[config.mk]
export PLATFORM = sky130hd
export DESIGN_NAME = tmr_cfg_bank
export DESIGN_NICKNAME = d
export VERILOG_FILES = /design/src/rtl/tmr_cfg_bank.sv
export SDC_FILE = /design/constraint.sdc
export NUM_CORES = 1
export LEC_CHECK = 0
export BUFFER_PORTS_ARGS = -buffer_cell sky130_fd_sc_hd__buf_2
export CORE_ASPECT_RATIO = 1.4
export CORE_UTILIZATION = 45
export CTS_BUF_LIST = sky130_fd_sc_hd__clkbuf_8
export DETAILED_ROUTE_END_ITERATION = 12
export PLACE_DENSITY = 0.76
export SLEW_MARGIN = 20
export SYNTH_ARGS = -nofsm -noshare
export SYNTH_HDL_FRONTEND = slang
export SYNTH_SLANG_ARGS = --single-unit
[constraint.sdc]
create_clock -name clk -period 3.08 [get_ports clk]
set_input_delay 0.308 -clock clk [delete_from_list [all_inputs] [get_ports clk]]
set_output_delay 0.308 -clock clk [all_outputs]
set_load 0.02 [all_outputs]
[src/rtl/tmr_cfg_bank.sv]
module tmr_cfg_bank #(
  parameter int MASK_W = 4,
  parameter int PROT_W = 3,
  parameter int MODE_W = 8,
  parameter int DW     = 16
) (
  input  logic              clk,
  input  logic              rst_n,
  input  logic              wr_en,
  input  logic [2:0]        wr_addr,
  input  logic [DW-1:0]     wr_data,
  output logic              enable,
  output logic [MASK_W-1:0] irq_mask,
  output logic [PROT_W-1:0] prot_en,
  output logic [MODE_W-1:0] mode,
  output logic              vote_err,
  output logic              parity_err,
  output logic              inject_active,
  output logic              seq_err,
  output logic              safety_err
);
  localparam int NP   = 1 + MASK_W + PROT_W;
  localparam int FIW  = NP + 1;
  localparam int M_LO = 1;
  localparam int P_LO = 1 + MASK_W;
  localparam logic [2:0] A_CTRL = 3'd0, A_MASK = 3'd1, A_PROT = 3'd2,
                         A_MODE = 3'd3, A_FIR  = 3'd4;

  logic [NP-1:0]     c0, c1, c2, e0, voted, wval, wmask;
  logic [FIW-1:0]    fir;
  logic [MODE_W-1:0] mode_q;
  logic              par_q;
  logic              unused_hi;

  assign unused_hi = ^wr_data;

  always_comb begin
    wval  = '0;
    wmask = '0;
    if (wr_en) begin
      case (wr_addr)
        A_CTRL: begin wval = NP'(wr_data[0]); wmask = NP'(1'b1); end
        A_MASK: begin
          wval  = NP'(wr_data[MASK_W-1:0]) << M_LO;
          wmask = NP'({MASK_W{1'b1}}) << M_LO;
        end
        A_PROT: begin
          wval  = NP'(wr_data[PROT_W-1:0]) << P_LO;
          wmask = NP'({PROT_W{1'b1}}) << P_LO;
        end
        default: ;
      endcase
    end
  end

  always_ff @(posedge clk or negedge rst_n) begin
    if (!rst_n) begin
      c0 <= '0; c1 <= '0; c2 <= '0;
      fir <= '0; mode_q <= '0; par_q <= 1'b0;
    end else begin
      c0 <= (c0 & ~wmask) | (wval & wmask);
      c1 <= (c1 & ~wmask) | (wval & wmask);
      c2 <= (c2 & ~wmask) | (wval & wmask);
      if (wr_en && wr_addr == A_MODE) begin
        mode_q <= wr_data[MODE_W-1:0];
        par_q  <= ^wr_data[MODE_W-1:0];
      end
      if (wr_en && wr_addr == A_FIR) fir <= wr_data[FIW-1:0];
    end
  end

  assign e0    = c0 ^ fir[NP-1:0];
  assign voted = (e0 & c1) | (e0 & c2) | (c1 & c2);

  assign enable        = voted[0];
  assign irq_mask      = voted[M_LO +: MASK_W];
  assign prot_en       = voted[P_LO +: PROT_W];
  assign mode          = mode_q;
  assign vote_err      = |((e0 ^ c1) | (c1 ^ c2));
  assign parity_err    = (^mode_q) ^ par_q ^ fir[NP];
  assign inject_active = |fir;
  assign seq_err       = vote_err | parity_err;
  assign safety_err    = seq_err | inject_active;


  ctrl_load_chk: assert property (@(posedge clk) disable iff (!rst_n)
    wr_en && wr_addr == A_CTRL |=> enable == $past(wr_data[0]));

  mode_load_chk: assert property (@(posedge clk) disable iff (!rst_n)
    wr_en && wr_addr == A_MODE |=> mode == $past(wr_data[MODE_W-1:0]));

  vote_report_chk: assert property (@(posedge clk) disable iff (!rst_n)
    vote_err |-> safety_err && seq_err);

  parity_report_chk: assert property (@(posedge clk) disable iff (!rst_n)
    parity_err |-> safety_err && seq_err);

  inject_report_chk: assert property (@(posedge clk) disable iff (!rst_n)
    inject_active |-> safety_err);

  clean_state_chk: assert property (@(posedge clk) disable iff (!rst_n)
    !inject_active |-> !vote_err && !parity_err);

  unmapped_write_chk: assert property (@(posedge clk) disable iff (!rst_n)
    wr_en && wr_addr > A_FIR |=> $stable(enable) && $stable(irq_mask)
                                 && $stable(prot_en) && $stable(mode));
endmodule

### Word level (Yosys, flattened, before mapping)

Index checks and enable logic that the tools add are counted.

* bits in registers: 42
* output and inout bits: 21

* equality and inequality tests: 4
* mux-type cells: 4
* bitwise operators: 21
* reduce and logical (&&, ||, !) cells: 7

Operators with widths (number)
* 8-bit AND: 7
* 8-bit OR: 6
* 8-bit case mux with 3 select lines: 2
* 8-bit XOR: 3
* 8-bit 2-to-1 mux: 2
* 8-bit XOR reduction: 2
* 9-bit OR reduction: 1
* 8-bit NOT: 1
* 8-bit OR reduction: 1
* 3-bit by 2-bit equality test with 1-bit output (second input constant): 2
* 3-bit by 1-bit equality test with 1-bit output (second input constant): 1
* 3-bit equality test (second input constant): 1
* 3-bit logical NOT: 1
* 1-bit logical AND: 2
* 1-bit OR: 2
* 1-bit XOR: 2

### Longest topological paths before layout

Gate-level depths: netlist of run 1.

* depth in word-level cells: 6
* gate-level depth with buffers: 8
* gate-level depth less buffers: 8

### Least setup slack after synthesis of run 1

Ideal clock, no wire load.

* kind: flip-flop to output port
* start point: register with a tool-made name
* end point: output safety_err
* arrival: 2.183 ns
* path slack: 0.589 ns
* stages on the path, launching flop included: 8
* buffers on the path: 0
* path through: dfrtp_1 ha_1 inv_1 ha_1 or4_1 nor2_1 inv_1 or3b_1

RTL lines
* end: declaration: line 20 `output logic safety_err`

==> metrics, run 1 <==
run status=complete, no violations; Tcrit/Tclk final=94.5%; core area=around 3100 um^2; DR iter-0 viols=22; CP max stage delay=0.54 ns; DR WL/cell=13.6 um; Worst VDD drop=0.000361 V; Slowest-stage cell, CP=or4_1; CTS resizes=0; RSZ-0062 raised after global routing=false; CTS HTree Levels=1; Req. time, crit path=approximately 2.8 ns; largest net degree at the start of global routing=27; Post-synth EDFFs=0; CTS Root Cell=clkbuf_8; R2R cell count=1; final layout net count=212; total iterations of the first detailed-routing run=2; final hold vios=0; Synth warnings=0; routability cong.=between 0.7 and 0.8; Slew headroom=57.9%; detailed-route via count=roughly 1.1k; Detailed Route WL=2870 um; max-cap violations=0; Fmax achieved=0.344 GHz; syn_area_per_cell=11.1 um^2; crit path DAT=2.60 ns; critical path class=flip-flop to primary output; Comb pwr share=45.6%; Skew-Pair Late Insertion Delay=around 0.26 ns; gr ovfl total=0; Setup Viol. Count Final=0; Layout Cells excl Fill=212; Yosys cell types=21; synthesized cell area=1490 um^2; CTS buffer count=3; CP Max Fanout=4; CTS clk-pin slew, worst paths=approximately 0.090 ns; ANT cells=0; Cell Chain, Critical Path=ha_1 > inv_1 > ha_1 > or4_1 > nor2_1 > inv_1 > or3b_1 > buf_2; Pint=799 uW; placed insts=208; sequential-to-total area share from yosys stat=between 40% and 50%; FFs w/ async S/R, synth=100%; sequential power share=37.5%; PD cells=723 nW/um^2; crit path time final=2.91 ns; clock buffer depth=2; vias per cell=5.01; Initial Utilization=47.6%; IO Count=43; Worst Setup Start Kind=flip-flop; layout cells sized above 1=between 30% and 40%; Area growth syn-to-layout=19.0%; CTS tree=done; share of the core filled with cells=56.6%; number of remaining DRC errors=0; Sink Count=26; worst slew pin tran=between 0.6 and 0.7 ns; Chip Height=roughly 70 um; Net Sw Frac=37.5%; Final Skew=0 ns; Post-DP HPWL=2250 um; Setup crit end kind=primary output; Lkg Pwr=~0.87 nW; post-route ant nets=0; GR Util All Layers=18.2%; Yosys reg bits=26; Die ar.=3540 um^2; dominant synthesized flop cell=dfrtp_1; power share of the clock group=16.9%; syn_nets=172; hold_buf cts=0; Core Rows=24; port buffer count=35; Max Slew Vio Count=0; vias in the first global route=1120; first-pass GRT wire length=roughly 5000 um; post-synthesis instance total=134; worst hold path class=input pin to async pin; postcts setup bufs=0; Setup TNS Final=0 ns; switching power total=480 uW; chip width=50.6 um; antenna violations before repair=0
[final timing paths]
| kind | startpoint | endpoint | slack [ns] |
|---|---|---|---|
| max | flip-flop | safety_err | 0.17 |
| min | rst_n | async pin | 0.03 |
| max reg2reg | flip-flop | flip-flop | 2.27 |
| min reg2reg | par_q$_DFFE_PN0P_ | par_q$_DFFE_PN0P_ | 0.52 |
| max in group asynchronous | rst_n | fir[6]$_DFFE_PN0P_ | 2.66 |
| min in group clk | wr_data[8] | fir[8]$_DFFE_PN0P_ | 0.28 |
[per-stage QoR]
step / setup slack (ns) / hold slack (ns) / power (mW) / instance area, um^2
after CTS: 0.164 / 0.0413 / 1.30 / 1770
after floorplan: 0.589 / 0.0124 / 0.893 / 1490
after global routing: 0.0192 / 0.0846 / 1.38 / 1770
after detailed placement: 0.470 / 0.340 / 1.08 / 1710
after global placement: 0.523 / 0.327 / 1.06 / 1710
final: 0.170 / 0.0339 / 1.28 / 1770
[cell type report]
class | instances | area, um^2
Sequential cell | 26 | 651
Timing Repair Buffer | 36 | 183
Inverter | 18 | 67.6
Multi-Input combinational cell | 89 | 763
Clock buffer | 4 | 55.1
Tap cell | 39 | 48.8
Fill cell | 284 | 1360
[cell families (layout without fill, tap and decap cells)]
logic type,after synthesis,after routing,share of synthesized area (%)
mux,17,17,12.9
flops,26,26,43.8
xor+xnor,15,15,9.77
fa+ha+maj,16,16,13.5
buf+inv,19,58,4.80
simple gates,32,32,12.2
compound gates,9,9,3.03
[placed cells by master (no fill, tap or decap), drive strengths merged, types with 2 or more instances in the layout]
cell type | Yosys | layout
mux2 | 17 | 17
nand2 | 11 | 11
or4 | 2 | 2
or2 | 8 | 8
clkbuf | 1 | 4
ha | 16 | 16
nor3 | 3 | 3
buf | 0 | 36
nor3b | 2 | 2
o21ai | 9 | 9
xnor2 | 13 | 13
dfrtp | 26 | 26
inv | 18 | 18
[per-layer routing]
layer | global-route usage [%] | up-vias | part of all wire, %
li1 | - | 517 | -
met1 | 20.3 | 519 | 43
met2 | 34.4 | 25 | 54
met3 | 1.31 | 2 | 2.6
met4 | 7.41 | 0 | 1.0
met5 | 0 | - | 0
[Yosys cell counts (2+ instances only)]
master   number  share of area [%]
inv_1        18                4.5
o21ai_0       9                3.0
or4_1         2                1.0
nor3_1        3                1.0
mux2_2       17                 13
or2_2         8                3.4
dfrtp_1      26                 44
ha_1         16                 13
xnor2_1      13                7.7
nand2_1      11                2.8
[worst max-delay path: cells and delay by family (launching register included)]
family / cells / cell delay, ns
DFF: 1 / 0.43
adders and majority gates: 2 / 0.56
and+or+nand+nor: 3 / 1.08
buffers and inverters: 3 / 0.28
[power by group through the flow]
stage	clock network (mW)	logic (mW)	registers, mW
after floorplan	0	0.392	0.502
after global placement	0	0.577	0.479
after detailed placement	0	0.593	0.486
after CTS	0.223	0.597	0.480
after global routing	0.232	0.657	0.492
final	0.216	0.584	0.480
Note: power is estimated with default switching activity, not from simulation.
==> run 2, diff against run 1 <==
==> constraint.sdc (replaced) <==
create_clock -name clk -period 3.5 [get_ports clk]
set_input_delay 0.35 -clock clk [delete_from_list [all_inputs] [get_ports clk]]
set_output_delay 0.35 -clock clk [all_outputs]
set_load 0.02 [all_outputs]
==> metrics, run 2 (same netlist as run 1, synthesis figures left out) <==
CTS resizes=0 (unchanged); Setup TNS Final=0 ns (unchanged); core area=3120 um^2 (unchanged); CP max stage delay=0.54 ns (about the same); Req. time, crit path=3.15 ns (+0.38 ns); RSZ-0062 raised after global routing=false; vias per cell=5.00 (-0.19%); Initial Utilization=47.6% (unchanged); worst hold path class=input pin to async pin; Post-DP HPWL=2280 um (+1.2%); CTS clk-pin slew, worst paths=0.09 ns (about the same); Area growth syn-to-layout=17.6%; Detailed Route WL=2860 um (-0.49%); share of the core filled with cells=55.9% (-0.68 points); crit path time final=2.97 ns; hold_buf cts=0 (unchanged); crit path DAT=2.62 ns (+0.02 ns); post-route ant nets=0 (unchanged); gr ovfl total=0 (unchanged); Core Rows=24 (unchanged); routability cong.=0.803 (+1.8%); total iterations of the first detailed-routing run=4 (+2); CTS HTree Levels=1 (unchanged); Setup Viol. Count Final=0 (unchanged); postcts setup bufs=0 (unchanged); Skew-Pair Late Insertion Delay=0.27 ns (about the same); Chip Height=70.0 um (unchanged); DR WL/cell=13.6 um (+0.46%); CTS tree=done; Tcrit/Tclk final=about 85%; vias in the first global route=1108 (-1.1%); CP Max Fanout=4 (unchanged); chip width=50.6 um (unchanged); IO Count=43 (unchanged); Max Slew Vio Count=0 (unchanged); commonest cells after routing, fill and taps aside=35 x buf_2, 26 x dfrtp_1, 18 x inv_1; total power=1.11 mW (-13%); Sink Count=26 (unchanged); dpl ws=0.818 ns (+0.348 ns); max-cap violations=0 (unchanged); DR iter-0 viols=11 (-50%); setup ws final=0.528 ns (+0.359 ns); port buffer count=35 (unchanged); largest net degree at the start of global routing=27 (unchanged); Die ar.=3540 um^2 (unchanged); Setup crit end kind=primary output; Lkg Pwr=0.859 nW (-1.4%); Worst Setup Start Kind=flip-flop; Slew headroom=42.1% (-16 points); run status=complete, no violations; PD cells=633 nW/um^2 (-12%); layout cells sized above 1=37.4% (-0.72 points); Worst VDD drop=0.000369 V (+2.0%); Cell Chain, Critical Path=ha_1 > inv_1 > ha_1 > or4_1 > nor2_1 > inv_1 > or3b_1 > buf_2; first-pass GRT wire length=4950 um (+1.4%); final hold vios=0 (unchanged); most common cell after layout, fill and taps aside=buf_2; critical path class=flip-flop to primary output; CTS buffer count=3 (unchanged); clock buffer depth=2 (unchanged); number of remaining DRC errors=0 (unchanged); Fmax achieved=0.337 GHz; antenna violations before repair=0 (unchanged); ANT cells=0 (unchanged); final layout net count=211 (-0.47%); Slowest-stage cell, CP=or4_1; GR Util All Layers=18.7% (+0.51 points); Final Skew=0 ns (unchanged); detailed-route via count=1051 (-1.1%); CTS Root Cell=clkbuf_8; worst slew pin tran=0.865 ns (+0.238 ns)
[run 2: cell count changes in the layout (fill, tap and decap cells not counted), sizes merged]
cell    change
clkbuf      -1
buf         -1
[run 2: layout make-up]
class | count | area (um^2)
tap | 39 | 48.8
clock buffer | 3 | 41.3
inverter | 18 | 67.6
sequential | 26 | 651
fill | 299 | 1380
timing repair buffer | 35 | 175
multi-input combinational | 89 | 763
[run 2: stage by stage]
stage | area, um^2 | hold slack [ns] | instances
2_1_floorplan | 1490 | 0.0544 | 134
3_3_place_gp | 1710 | 0.368 | 207
3_5_place_dp | 1710 | 0.389 | 207
4_1_cts | 1750 | 0.0939 | 210
5_1_grt | 1750 | 0.115 | 210
6_report | 1750 | 0.0728 | 210
[run 2: final timing paths]
check / startpoint / end / slack [ns] / cells after the start
max in group asynchronous: rst_n / par_q$_DFFE_PN0P_ / 3.03 / 1
setup / recovery: flip-flop / safety_err / 0.53 / 8
hold reg to reg: par_q$_DFFE_PN0P_ / par_q$_DFFE_PN0P_ / 0.51 / 2
setup reg to reg: flip-flop / flip-flop / 2.69 / 1
hold / removal: rst_n / async pin / 0.07 / 1
min in group clk: wr_data[6] / fir[6]$_DFFE_PN0P_ / 0.32 / 3
[run 2: critical path: cells and delay by family (launching register included)]
| family | cells | cell delay (ns) |
|---|---|---|
| adders and majority gates | 2 | 0.55 |
| buffers and inverters | 3 | 0.28 |
| DFF | 1 | 0.41 |
| and+or+nand+nor | 3 | 1.10 |
[run 2: routing by layer]
| metal | up-vias | routed length [um] | GRT usage (%) |
|---|---|---|---|
| met5 | - | 0 | 0 |
| met4 | 0 | 97 | 9.88 |
| met3 | 10 | 93 | 2.61 |
| met2 | 33 | 1470 | 33.6 |
| met1 | 494 | 1200 | 20.6 |
| li1 | 514 | - | - |
[run 2: report_power, final]
group / internal [mW] / switching [mW]
sequential: 0.367 / 0.0535
clock: 0.0772 / 0.0927
combinational: 0.237 / 0.279
total: 0.681 / 0.425
